**config.mk**
```make
export PLATFORM = sky130hd
export DESIGN_NAME = mbt_word_tx
export DESIGN_NICKNAME = d
export VERILOG_FILES = /design/src/rtl/mbt_pkg.sv /design/src/rtl/mbt_halfbit_tick.sv /design/src/rtl/mbt_parity_gen.sv /design/src/rtl/mbt_manchester.sv /design/src/rtl/mbt_word_tx.sv
export SDC_FILE = /design/constraint.sdc
export NUM_CORES = 1
export LEC_CHECK = 0
export BUFFER_PORTS_ARGS = -buffer_cell sky130_fd_sc_hd__buf_2
export CAP_MARGIN = 20
export CORE_ASPECT_RATIO = 0.8
export CORE_MARGIN = 2
export CORE_UTILIZATION = 50
export DETAILED_ROUTE_END_ITERATION = 6
export HOLD_SLACK_MARGIN = 0.05
export PLACE_DENSITY = 0.71
export SYNTH_ARGS = -nofsm -noshare
export SYNTH_HDL_FRONTEND = slang
export SYNTH_SLANG_ARGS = --single-unit
```
**constraint.sdc**
```tcl
create_clock -name clk -period 2.9 [get_ports clk]
set_clock_uncertainty 0.2 [all_clocks]
set_input_delay 0.29 -clock clk [delete_from_list [all_inputs] [get_ports clk]]
set_output_delay 0.29 -clock clk [all_outputs]
set_load 0.02 [all_outputs]
```
**src/rtl/mbt_pkg.sv**
```systemverilog
package mbt_pkg;

    typedef enum logic [1:0] {
        ST_IDLE,
        ST_SYNC,
        ST_DATA,
        ST_PARITY
    } tx_state_t;

    typedef enum logic {
        WT_CMD_STATUS = 1'b0,
        WT_DATA       = 1'b1
    } word_kind_t;

endpackage

```
**src/rtl/mbt_halfbit_tick.sv**
```systemverilog
module mbt_halfbit_tick #(
    parameter int HALF_BIT_CYCLES = 100
) (
    input  logic clk,
    input  logic rst_n,
    input  logic run,
    output logic tick
);
    localparam int CW = (HALF_BIT_CYCLES > 1) ? $clog2(HALF_BIT_CYCLES) : 1;
    localparam logic [CW-1:0] LAST = CW'(HALF_BIT_CYCLES - 1);

    logic [CW-1:0] cnt;

    always_ff @(posedge clk) begin
        if (!rst_n) begin
            cnt <= '0;
        end else if (!run || cnt == LAST) begin
            cnt <= '0;
        end else begin
            cnt <= cnt + 1'b1;
        end
    end

    assign tick = run && (cnt == LAST);
endmodule

```
**src/rtl/mbt_parity_gen.sv**
```systemverilog
module mbt_parity_gen #(
    parameter int DATA_W = 16
) (
    input  logic [DATA_W-1:0] data,
    output logic              par_bit
);
    // odd parity over data plus this bit
    assign par_bit = ~(^data);
endmodule

```
**src/rtl/mbt_manchester.sv**
```systemverilog
module mbt_manchester (
    input  logic bit_val,
    input  logic second_half,
    output logic level
);
    // first half carries the bit, second half its complement
    assign level = second_half ? ~bit_val : bit_val;
endmodule

```
**src/rtl/mbt_word_tx.sv**
```systemverilog
module mbt_word_tx
    import mbt_pkg::*;
#(
    parameter int DATA_W          = 16,
    parameter int SYNC_HALVES     = 6,
    parameter int HALF_BIT_CYCLES = 100
) (
    input  logic              clk,
    input  logic              rst_n,
    input  logic              in_valid,
    output logic              in_ready,
    input  logic [DATA_W-1:0] in_payload,
    input  logic              in_is_data,
    output logic              busy,
    output logic              done,
    output logic              line_hi,
    output logic              line_lo,
    output logic              line_en
);
    localparam int SYNC_SPLIT = SYNC_HALVES / 2;
    localparam int MAXCNT     = (SYNC_HALVES > DATA_W) ? SYNC_HALVES : DATA_W;
    localparam int CNT_W      = $clog2(MAXCNT);
    localparam logic [CNT_W-1:0] SYNC_LAST = CNT_W'(SYNC_HALVES - 1);
    localparam logic [CNT_W-1:0] BIT_LAST  = CNT_W'(DATA_W - 1);
    localparam logic [CNT_W-1:0] SPLIT_CNT = CNT_W'(SYNC_SPLIT);

    tx_state_t         state;
    logic [CNT_W-1:0]  cnt;
    logic              half_ph;
    logic [DATA_W-1:0] shreg;
    logic              par_q;
    word_kind_t        kind;
    logic              done_q;

    logic half_tick;
    logic par_calc;
    logic accept;
    logic tx_bit;
    logic coded_lvl;
    logic sync_lvl;
    logic run;

    assign run    = (state != ST_IDLE);
    assign accept = in_valid && (state == ST_IDLE);

    mbt_halfbit_tick #(.HALF_BIT_CYCLES(HALF_BIT_CYCLES)) u_tick (
        .clk   (clk),
        .rst_n (rst_n),
        .run   (run),
        .tick  (half_tick)
    );

    mbt_parity_gen #(.DATA_W(DATA_W)) u_par (
        .data    (in_payload),
        .par_bit (par_calc)
    );

    assign tx_bit = (state == ST_PARITY) ? par_q : shreg[DATA_W-1];

    mbt_manchester u_man (
        .bit_val     (tx_bit),
        .second_half (half_ph),
        .level       (coded_lvl)
    );

    // command/status sync starts high, data sync starts low
    assign sync_lvl = (cnt < SPLIT_CNT) ? (kind == WT_CMD_STATUS)
                                        : (kind != WT_CMD_STATUS);

    // state register and frame datapath
    always_ff @(posedge clk) begin
        if (!rst_n) begin
            state   <= ST_IDLE;
            cnt     <= '0;
            half_ph <= 1'b0;
            shreg   <= '0;
            par_q   <= 1'b0;
            kind    <= WT_CMD_STATUS;
            done_q  <= 1'b0;
        end else begin
            done_q <= 1'b0;
            unique case (state)
                ST_IDLE: begin
                    if (accept) begin
                        state   <= ST_SYNC;
                        cnt     <= '0;
                        half_ph <= 1'b0;
                        shreg   <= in_payload;
                        par_q   <= par_calc;
                        kind    <= word_kind_t'(in_is_data);
                    end
                end
                ST_SYNC: begin
                    if (half_tick) begin
                        if (cnt == SYNC_LAST) begin
                            state <= ST_DATA;
                            cnt   <= '0;
                        end else begin
                            cnt <= cnt + 1'b1;
                        end
                    end
                end
                ST_DATA: begin
                    if (half_tick) begin
                        half_ph <= ~half_ph;
                        if (half_ph) begin
                            shreg <= {shreg[DATA_W-2:0], 1'b0};
                            if (cnt == BIT_LAST) begin
                                state <= ST_PARITY;
                                cnt   <= '0;
                            end else begin
                                cnt <= cnt + 1'b1;
                            end
                        end
                    end
                end
                ST_PARITY: begin
                    if (half_tick) begin
                        half_ph <= ~half_ph;
                        if (half_ph) begin
                            state  <= ST_IDLE;
                            done_q <= 1'b1;
                        end
                    end
                end
                default: state <= ST_IDLE;
            endcase
        end
    end

    // outputs
    always_comb begin
        in_ready = 1'b0;
        busy     = 1'b1;
        line_en  = 1'b1;
        line_hi  = 1'b0;
        line_lo  = 1'b0;
        unique case (state)
            ST_IDLE: begin
                in_ready = 1'b1;
                busy     = 1'b0;
                line_en  = 1'b0;
            end
            ST_SYNC: begin
                line_hi = sync_lvl;
                line_lo = ~sync_lvl;
            end
            ST_DATA, ST_PARITY: begin
                line_hi = coded_lvl;
                line_lo = ~coded_lvl;
            end
            default: begin
                busy    = 1'b0;
                line_en = 1'b0;
            end
        endcase
    end

    assign done = done_q;
endmodule

```
==> results.sh <==
export IMPL_final_cell_mix="dfxtp_1, buf_2, nand2_1, mux2i_1, xnor2_1"
export IMPL_tritoncts="done"
export IMPL_fin_tns_setup_ps=0
export IMPL_synth_async_reset_ratio_pct=0
export IMPL_core_area_sq_mm=0.00352
export IMPL_clk_pin_slew_ps=70
export IMPL_power_leakage_nw=0.950
export IMPL_synth_area_leaders="dfxtp_1, mux2i_1, xnor2_1"
export IMPL_vias=1456
export IMPL_yosys_register_bits=33
export IMPL_antenna_found_initial=0
export IMPL_grt_use_met3_pct=4.62
export IMPL_ctsHoldBuffers=0
export IMPL_grt_pass1_vias=1284
export IMPL_critPathArrivalTime_ps=1920
export IMPL_yosys_area_top_type="dfxtp_1"
export IMPL_clkLatencyLatePin_ps=290
export IMPL_initial_utilization_pct=53.4
export IMPL_drc_errors=0
export IMPL_ir_drop_uv=434
export IMPL_ios=26
export IMPL_critPathKind="register to output port"
export IMPL_grtUsageTotal_pct=18.0
export IMPL_synth_nets=233
export IMPL_fillCellCount=314
export IMPL_cts_post_setup_buffers_inserted=0
export IMPL_syn_inst=205
export IMPL_busiest_layer="met1"
export IMPL_rsz0062_at_grt="no"
export IMPL_slew_limit_headroom_pct=66.1
export IMPL_die_w_um=72.6
export IMPL_synth_warnings=0
export IMPL_period_needed_ps=2410
export IMPL_fmax_ghz=0.416
export IMPL_synth_cell_types=36
export IMPL_rows=19
export IMPL_layout_commonest_cell="dfxtp_1"
export IMPL_met1_usage_pct=26.3
export IMPL_cap_viol_max_count=0
export IMPL_numCtsBuffers=5
export IMPL_synth_top_area_share_pct=35.1
export IMPL_cts_resized=0
export IMPL_routed_via_density=5.37
export IMPL_post_synth_cell_area_avg_sq_um=9.17
export IMPL_cts_max_path_buffers=2
export IMPL_cts_root_buf="clkbuf_8"
export IMPL_required_ps=2410
export IMPL_drtAntennaViolNets=0
export IMPL_setup_viol=0
export IMPL_gp_routability_congestion=0.808
export IMPL_port_buffers=25
export IMPL_drtPass1Iterations=4
export IMPL_wl_per_cell_um=12.8
export IMPL_drive_above_1_share_pct=18.3
export IMPL_cp_max_fo=24
export IMPL_outcome="finished, final reports clean"
export IMPL_diodes=0
export IMPL_use_met2_pct=24.7
export IMPL_worst_pin_slew_ps=508
export IMPL_synth_flop_cell="dfxtp_1"
export IMPL_ys_seq_area_share_pct=35.1
export IMPL_p_per_area_mw_per_mm2=875
export IMPL_synth_edff_count=0
export IMPL_synth_area_sq_mm=0.00188
export IMPL_slew_viol_final=0
export IMPL_die_h_um=58.9
export IMPL_end_kind="output port"
export IMPL_final_nets=256
export IMPL_p_total_mw=1.88
export IMPL_drt_iter0_drc=67
export IMPL_hold_violations=0
export IMPL_synthToLayoutAreaGrowth_pct=13.9
export IMPL_wl_um=3470
export IMPL_htreeDepth=2
export IMPL_cts_sinks=33
export IMPL_grt_first_pass_wirelength_um=5900
export IMPL_dp_hpwl_um=2500
export IMPL_grt_max_degree=32
export IMPL_finalCritPeriodShare_pct=82.9
export IMPL_gr_total_overflow=0
export IMPL_holdCritPathClass="input port to register"
export IMPL_start_kind="register"
export IMPL_dieArea_sq_mm=0.00427
-- sequential cells by signal, indices dropped and copies added, names as in the netlist --
register,cells
u_tick.cnt,7
half_ph,1
state,2
shreg,16
par_q,1
cnt,4
kind,1
done,1
-- layer usage --
layer / up-vias / part of all wire [%]
li1: 750 / -
met1: 667 / 53
met2: 32 / 41
met3: 7 / 4.3
met4: 0 / 1.8
met5: - / 0
-- final timing paths --
path | cells past startpoint | from | end | slack, ps
worst max-delay path | 7 | state[0] | line_lo | 490
worst min-delay path | 3 | in_is_data | kind | 50
worst max register to register | 7 | state[1] | shreg[0] | 630
worst min register to register | 1 | u_tick.cnt[0] | u_tick.cnt[0] | 280
-- kinds of logic (layout without fill, tap and decap cells) --
group,Yosys count,count (layout),share of synthesized area (%)
compound gates,34,34,15.4
flops,33,33,35.1
mux,19,19,10.1
xor+xnor,23,23,10.7
simple gates,69,69,19.0
fa+ha+maj,8,8,5.32
buf+inv,19,43,4.32
-- per-stage QoR --
step	setup WS (ps)	cell area (sq um)	utilization (%)	hold WS, ps	std cells
5_1_grt	332	2140	60.9	94.3	271
3_5_place_dp	661	2020	57.5	264	263
2_1_floorplan	581	1880	-	230	205
6_report	495	2140	60.9	54.9	271
4_1_cts	482	2140	60.9	50.1	271
3_3_place_gp	668	2020	57.5	252	263
-- synthesized netlist by cell type, types with 2 or more instances --
library cell,count
xnor2_1,19
nor4_1,2
ha_1,8
nand3b_1,3
mux2i_1,19
xor2_1,4
buf_2,5
nor2b_1,6
nand3_1,11
a21boi_0,2
o21ai_0,6
a21oi_1,2
nand2_1,23
nor2_1,13
nand2b_1,2
clkbuf_1,5
o22ai_1,2
o211a_1,15
dfxtp_1,33
inv_1,8
nor3_1,2
-- critical path: stages, from the launching register on --
cell,delay [ps]
dfxtp_1,330
inv_1,140
ha_1,250
buf_4,360
nor2_1,90
o22ai_1,160
nor2b_1,130
buf_2,160
-- report_power, final --
part / internal (mW) / leakage, nW / total (mW) / switching [mW]
clock: 0.279 / 0.0574 / 0.455 / 0.176
combinational: 0.337 / 0.623 / 0.786 / 0.449
sequential: 0.565 / 0.270 / 0.634 / 0.0693
-- cell type report --
type	count	area, sq um	area share [%]
inverter	8	30.0	1.40
clock buffer	6	82.6	3.86
timing repair buffer	27	140	6.54
clock inverter	2	37.5	1.75
tap	42	52.6	2.45
sequential	33	661	30.8
multi-input combinational	153	1140	53.2
Power figures use the tool's default switching activity.
